<file path="src/rtl/hc_pkg.sv">
package hc_pkg;
  localparam int CMD_N  = 3;
  localparam int CMD_CR = 0;   // clear main count
  localparam int CMD_CP = 1;   // load preset
  localparam int CMD_VR = 2;   // clear stored count
endpackage

</file>
<file path="src/rtl/hc_cmd_edge.sv">
module hc_cmd_edge #(
  parameter int N = 3
) (
  input  logic         clk,
  input  logic         rst,
  input  logic [N-1:0] cmd_i,
  output logic [N-1:0] rise_o
);
  for (genvar i = 0; i < N; i++) begin : g_bit
    logic lvl_q, lvl_qq;
    always_ff @(posedge clk) begin
      if (rst) begin
        lvl_q  <= 1'b0;
        lvl_qq <= 1'b0;
      end else begin
        lvl_q  <= cmd_i[i];
        lvl_qq <= lvl_q;
      end
    end
    assign rise_o[i] = lvl_q & ~lvl_qq;
  end
endmodule

</file>
<file path="src/rtl/hc_main_cnt.sv">
module hc_main_cnt #(
  parameter int W = 24
) (
  input  logic         clk,
  input  logic         rst,
  input  logic         clr_i,
  input  logic         load_i,
  input  logic [W-1:0] load_val_i,
  input  logic         en_i,
  input  logic         dn_i,
  output logic [W-1:0] count_o
);
  always_ff @(posedge clk) begin
    if (rst)          count_o <= '0;
    else if (clr_i)   count_o <= '0;
    else if (load_i)  count_o <= load_val_i;
    else if (en_i) begin
      if (dn_i) count_o <= count_o - W'(1);
      else      count_o <= count_o + W'(1);
    end
  end
endmodule

</file>
<file path="src/rtl/hc_capture.sv">
module hc_capture #(
  parameter int W     = 24,
  parameter int TAG_W = 2
) (
  input  logic             clk,
  input  logic             rst,
  input  logic             clr_i,
  input  logic             cap_i,
  input  logic [W-1:0]     val_i,
  output logic [W-1:0]     stored_o,
  output logic [TAG_W-1:0] tag_o
);
  always_ff @(posedge clk) begin
    if (rst) begin
      stored_o <= '0;
      tag_o    <= '0;
    end else if (clr_i) begin
      stored_o <= '0;
    end else if (cap_i) begin
      stored_o <= val_i;
      tag_o    <= tag_o + TAG_W'(1);
    end
  end
endmodule

</file>
<file path="src/rtl/hc_counter_core.sv">
module hc_counter_core #(
  parameter int CNT_W = 24,
  parameter int TAG_W = 2
) (
  input  logic             clk,
  input  logic             rst,
  input  logic             cnt_en_i,
  input  logic             cnt_dn_i,
  input  logic             cap_i,
  input  logic             cmd_vr_i,
  input  logic             cmd_cp_i,
  input  logic             cmd_cr_i,
  input  logic [CNT_W-1:0] preset_i,
  output logic [CNT_W-1:0] count_o,
  output logic [CNT_W-1:0] stored_o,
  output logic [TAG_W-1:0] tag_o
);
  import hc_pkg::*;

  logic [CMD_N-1:0] cmd_lvl;
  logic [CMD_N-1:0] cmd_rise;
  logic [CNT_W-1:0] preset_q;

  always_comb begin
    cmd_lvl         = '0;
    cmd_lvl[CMD_CR] = cmd_cr_i;
    cmd_lvl[CMD_CP] = cmd_cp_i;
    cmd_lvl[CMD_VR] = cmd_vr_i;
  end

  // preset sampled alongside the command bits, so it lines up with the edge
  always_ff @(posedge clk) begin
    if (rst) preset_q <= '0;
    else     preset_q <= preset_i;
  end

  hc_cmd_edge #(.N(CMD_N)) edge_i (
    .clk    (clk),
    .rst    (rst),
    .cmd_i  (cmd_lvl),
    .rise_o (cmd_rise)
  );

  hc_main_cnt #(.W(CNT_W)) cnt_i (
    .clk        (clk),
    .rst        (rst),
    .clr_i      (cmd_rise[CMD_CR]),
    .load_i     (cmd_rise[CMD_CP]),
    .load_val_i (preset_q),
    .en_i       (cnt_en_i),
    .dn_i       (cnt_dn_i),
    .count_o    (count_o)
  );

  hc_capture #(.W(CNT_W), .TAG_W(TAG_W)) cap_u (
    .clk      (clk),
    .rst      (rst),
    .clr_i    (cmd_rise[CMD_VR]),
    .cap_i    (cap_i),
    .val_i    (count_o),
    .stored_o (stored_o),
    .tag_o    (tag_o)
  );
endmodule

</file>
<file path="config.mk">
export PLATFORM = sky130hd
export DESIGN_NAME = hc_counter_core
export DESIGN_NICKNAME = d
export VERILOG_FILES = /design/src/rtl/hc_pkg.sv /design/src/rtl/hc_cmd_edge.sv /design/src/rtl/hc_main_cnt.sv /design/src/rtl/hc_capture.sv /design/src/rtl/hc_counter_core.sv
export SDC_FILE = /design/constraint.sdc
export NUM_CORES = 1
export LEC_CHECK = 0
export ABC_AREA = 1
export BUFFER_PORTS_ARGS = -buffer_cell sky130_fd_sc_hd__buf_4
export CELL_PAD_IN_SITES_DETAIL_PLACEMENT = 0
export CELL_PAD_IN_SITES_GLOBAL_PLACEMENT = 1
export CORE_MARGIN = 2
export CORE_UTILIZATION = 35
export DETAILED_ROUTE_END_ITERATION = 7
export PLACE_DENSITY_LB_ADDON = 0.1
export SLEW_MARGIN = 20
export SYNTH_ARGS = -nofsm -noshare
export SYNTH_HDL_FRONTEND = slang
export SYNTH_SLANG_ARGS = --single-unit
export TNS_END_PERCENT = 1
</file>
<file path="constraint.sdc">
create_clock -name clk -period 1.8 [get_ports clk]
set_clock_uncertainty 0.15 [all_clocks]
set_input_delay 0.36 -clock clk [delete_from_list [all_inputs] [get_ports clk]]
set_output_delay 0.36 -clock clk [all_outputs]
set_load 0.01 [all_outputs]
</file>
# Word-level counts from Yosys, hierarchy flattened
# Cells that the tools add are included.
[classes]
add_sub_neg = 3
mul = 0
n_div = 0
order_cmp = 0
eq_ne = 0
n_shift = 0
n_mux = 3
n_bitwise = 7
reduce_logical = 4
[ops]
columns = ["op", "n"]
rows = [
  ["2-to-1 mux 24 bit", 3],
  ["adder 24 x 1 -> 24 bit (second input constant)", 1],
  ["subtractor 24 x 1 -> 24 bit (second input constant)", 1],
  ["inverter 1 bit", 4],
  ["OR reduction 2 bit", 2],
  ["AND 1 bit", 3],
  ["adder 2 x 1 -> 2 bit (second input constant)", 1],
  ["AND reduction 2 bit", 1],
  ["nonzero test 2 bit", 1],
]
[word_totals]
register_bits = 80
latchBits = 0
ram_bits = 0
rom_bits = 0
output_inout_bits = 50
elab_cells = 27
mem_count = 0

# Depth between registers and ports, before layout
[depth]
word_depth = 4
ltp_mapped = 13
depth_no_buf = 13

# Cells and area by module
# A second synthesis with hierarchy kept.
[hier_totals]
hier_cells = 683
hier_area_um2 = 4652.0
[modules_own_cells]
columns = ["mod", "instances", "cells_per_inst", "area_per_inst_um2", "seq_area_each_um2"]
rows = [
  ["hc_main_cnt", 1, 469, 2743.9, 480.5],
  ["hc_capture", 1, 119, 1048.5, 520.5],
  ["hc_counter_core", 1, 74, 683.2, 480.5],
  ["hc_cmd_edge", 1, 21, 176.4, 120.1],
]

# Least setup slack after synthesis
# No wires, ideal clock.
[synth_timing]
path_kind = "register -> register"
startpoint = "register cnt_i.count_o[0]"
endpoint = "register cnt_i.count_o[12]"
arrival_time_ps = 1665
required_time_ps = 1510
setup_slack_ps = -155
stages_incl_launch_ff = 13
path_buffers = 0
synth_period_minus_slack_ps = 1955
path_cell_list = "dfxtp_1 inv_1 fa_1 inv_1 nand3_1 nand3_1 nand3_1 nand2_2 nand2_1 nand3_1 nand3_1 nand2_1 a21oi_1"
[synth_via]
elab_chain_cells = 4
[synth_rtl]
columns = ["element", "line_no", "text"]
rows = [
  ["start: declaration", "hc_main_cnt.sv:11", "output logic [W-1:0] count_o"],
  ["start signal: assignment", "hc_main_cnt.sv:16", "else if (load_i) count_o <= load_val_i;"],
  ["start signal: assignment", "hc_main_cnt.sv:18", "if (dn_i) count_o <= count_o - W'(1);"],
  ["start signal: assignment", "hc_main_cnt.sv:19", "else count_o <= count_o + W'(1);"],
  ["adder 24 x 1 -> 24 bit / subtractor 24 x 1 -> 24 bit (equally long branches)", "hc_main_cnt.sv:19, hc_main_cnt.sv:18", ""],
  ["2-to-1 mux 24 bit (*)", "hc_main_cnt.sv:18", ""],
  ["2-to-1 mux 24 bit (*)", "hc_main_cnt.sv:17", "else if (en_i) begin"],
  ["2-to-1 mux 24 bit (*)", "hc_main_cnt.sv:16", ""],
]
# Every way passes the cells marked *; elsewhere a longest branch is shown, timed or not. The select of a mux whose other input is x is not followed.
# A chain may end at the register's enable or synchronous reset.

# Worst setup path after layout
[layout_timing]
startpoint = "register cnt_i.count_o[5]"
endpoint = "register cnt_i.count_o[10]"
# The elaborated chain is that of the path after synthesis.

==> results.md <==
* Area leader, netlist: dfxtp_1
* RSZ-0062 raised after global routing: true
* Synth unique cells at 34
* Vias per cell at ~4.6
* Min Clock Period, post-route at between 1.5 and 2 ns
* Worst Setup Path Type: reg -> reg
* CP Capture Type: flop
* Register area at approximately 1600 µm²
* Most common flop cell mapped by yosys: dfxtp_1
* Max-slew violations at 0
* Crit path launch type: flop
* Top post-synthesis cells by count: nand2_1 (240), inv_1 (131), dfxtp_1 (80), nor2_1 (61), a21oi_1 (52)
* Max Freq at between 500 and 600 MHz
* Post-Layout Cell Count at around 1100
* First-pass GRT wire length at 23700 µm
* Synthesis Warnings at 0
* Routed WL at 14900 µm
* Clock latency on the worst-skew pair at 0.34 ns
* Switching Share at 31.9%
* Die Y at 118 µm
* Num rows at 41
* Core box area at approximately 13000 µm²
* Via count at 4811
* Power Dens Cells at 839 nW/µm²
* CP most frequent cell: nand2_1
* CTS tree: yes
* CTS Buffer Depth at 2
* Failing checks: setup timing
* Synthesis-stage register bit count at 80
* Ranking of synthesized cells by area: dfxtp_1 (35%), nand2_1 (20%), inv_1 (11%), ha_1 (6.1%), a21oi_1 (5.7%)
* Starting density of the core at a little over a third
* Family with the most delay on the worst path: simple AND/OR/NAND/NOR gates
* Grt total ovfl at 0
* Tcrit/Tclk final at 105%
* Multi-input gate area at between 2000 and 3000 µm²
* Internal Power at between 3000 and 4000 µW
* Comb power frac at 31.8%
* Static Leakage at approximately 0.0034 µW
* Top-count cell post-synth: nand2_1
* Seq/Total Area, Yosys at about a third
* Post-synth EDFFs at 0
* DRT Pass-1 Iters at 5
* Area growth syn-to-layout at 49.0%
* Number of max-cap violations at 0
* Root Buffer: clkbuf_16
* Asr flop ratio synth at 0%
* RD Place Congestion at a little under 0.9
* Layout cells sized above 1 at 34.1%
* Post-layout nets at about 930
* Die area at 13900 µm²
* # placed instances at approximately 1000
* Worst-path clk slew at 0.06 ns
* Final setup viols at 9
* Mean Syn Cell Area at ~6.3 µm²
* Initial antenna violation count at 0
* Number of routed nets with antenna violations at 0
* Min-Delay Path Class: in -> reg
* Vias in the first global route at roughly 4600
* Die W at ~120 µm
* Fill count at between 1000 and 1500
* Synthesized area at 4550 µm²
* NetSw at 1810 µW
* Yosys top cell area share at about a third
* Post-CTS Hold Buffers at 0
* Worst slew margin at between 60% and 70%
* Mapped Nets at between 700 and 800
* DRC at 0
* Worst Path Max Fanout at 4
* Syn Inst Count at about 720
* CP Buf/Inv Count at 3
* DRT iter0 DRCs at 232
* HPWL after DPL at between 10000 and 15000 µm
* IR drop worst, VDD at 561 µV
* Slew @ Worst Pin at approximately 0.55 ns
* Largest net degree at the start of global routing at 32
* Worst Path Required at between 1.5 and 2 ns
* Final WS setup at -0.0977 ns
* Final Hold Slack at a little under 0.07 ns
* I/O pin count at 82
* Status: finished with violations
* Clk pwr share at 33.4%
* WP data arrival at 2.01 ns
* Reg power frac at 34.8%
* CTS buffer count at 9
* CP Cell Sequence: ha_4 -> nand2_1 -> inv_1 -> nand2_1 -> nand2_1 -> nand2_1 -> nand3_2 -> buf_4 -> nand2_1 -> inv_1 -> o21ai_2 -> nand3_1 -> a21oi_1
* Ant. Diodes at 0
* Final Hold Viols at 0
* Routed WL per cell at between 10 and 15 µm
* Tot GR Track Use at between 20% and 30%
* CTS H-Tree Depth at 3
* # port buffers at 81
* TritonCTS sink count at 80
* Slowest cell on the critical path: dfxtp_2
* CP peak stage delay at between 0.3 and 0.4 ns
## registers in the layout (all words and copies together) (netlist names)
name,cells
cap_u.tag_o,2
preset_q,24
edge_i.g_bit.lvl_q,3
cap_u.stored_o,24
edge_i.g_bit.lvl_qq,3
cnt_i.count_o,24
## repair_timing
item | CTS | global route
pin swaps | 11 | 20
hold endpoints to repair | 0 | 0
setup buffers | 1 | 1
resized for setup | 59 | 65
endpoints found under the setup margin | 21 | 21
## path summary, 6_finish.rpt
| path | from | end | slack (ns) | cells past startpoint |
|---|---|---|---|---|
| worst min register to register | edge_i.g_bit[0].lvl_q | edge_i.g_bit[0].lvl_qq | 0.29 | 2 |
| worst min-delay path | cmd_cp_i | edge_i.g_bit[1].lvl_q | 0.07 | 3 |
| worst max register to register | cnt_i.count_o[5] | cnt_i.count_o[10] | -0.1 | 13 |
| worst max-delay path | cnt_i.count_o[5] | cnt_i.count_o[10] | -0.1 | 13 |
## cells in the final DEF, fill, tap and decap left out, types with 3 or more instances in the layout
cell type	netlist	routed
a21oi_1	52	44
a21oi_2	1	8
a31oi_1	6	6
buf_4	1	153
buf_6	0	4
clkbuf_16	0	9
dfxtp_1	80	62
dfxtp_2	0	16
ha_4	0	21
inv_1	131	125
inv_2	2	7
nand2_1	240	211
nand2_2	6	32
nand2_4	0	3
nand3_1	41	30
nand3_2	2	11
nand4_1	6	6
nor2_1	61	52
nor2_2	4	10
nor2_4	2	5
o21ai_0	20	20
o21ai_1	4	3
or2_0	3	3
xor2_1	8	6
## power groups by stage
| stage | combinational [µW] | sequential (µW) | clock [µW] |
|---|---|---|---|
| global route | 1980 | 1990 | 2030 |
| CTS | 1680 | 1970 | 1940 |
| global placement | 1530 | 1980 | 0 |
| finish | 1810 | 1980 | 1900 |
| floorplan | 787 | 2020 | 0 |
| detailed placement | 1540 | 1980 | 0 |
## kinds of logic (layout without fill, tap and decap cells)
group,Yosys count,count (layout),synth area share (%)
and+or+nand+nor,372,372,33.8
AOI/OAI and AO/OA,86,86,9.91
xor gates and xnor gates,9,9,1.73
adders and majority gates,23,23,6.50
buffers and inverters,152,308,12.8
DFF,80,80,35.2
## worst min-delay path: stages
cell,delay [ns]
buf_4,0.07
inv_1,0.03
nor2_1,0.06
## metal layers
metal	track usage, %	share of wire, %	wire [µm]	vias to the layer above
met5	0	0	0	-
met4	6.78	1.2	185	0
met3	2.71	3.1	468	11
met2	32.3	44	6550	87
met1	32.2	52	7700	2196
li1	-	-	-	2517
## through the flow
| step | setup WS [ns] | util, % | power (µW) | area [µm²] | TNS [ns] |
|---|---|---|---|---|---|
| floorplan | 0.0285 | - | 2810 | 4560 | 0 |
| global placement | -0.679 | 46.3 | 3520 | 5870 | -8.94 |
| CTS | -0.0875 | 51.6 | 5590 | 6540 | -0.628 |
| global route | -0.185 | 53.5 | 5990 | 6770 | -2.55 |
| finish | -0.0977 | 53.5 | 5680 | 6770 | -0.402 |
| detailed placement | -0.716 | 46.3 | 3520 | 5870 | -9.45 |
## final cells by class
| type | count | share of cell area (%) |
|---|---|---|
| Clock buffer | 12 | 3.79 |
| Clock inverter | 4 | 0.794 |
| Inverter | 133 | 7.41 |
| Multi-Input combinational cell | 490 | 42.6 |
| Sequential cell | 80 | 24.0 |
| Tap cell | 172 | 3.18 |
| Timing Repair Buffer | 159 | 18.2 |
(Power assumes the default switching activity.)
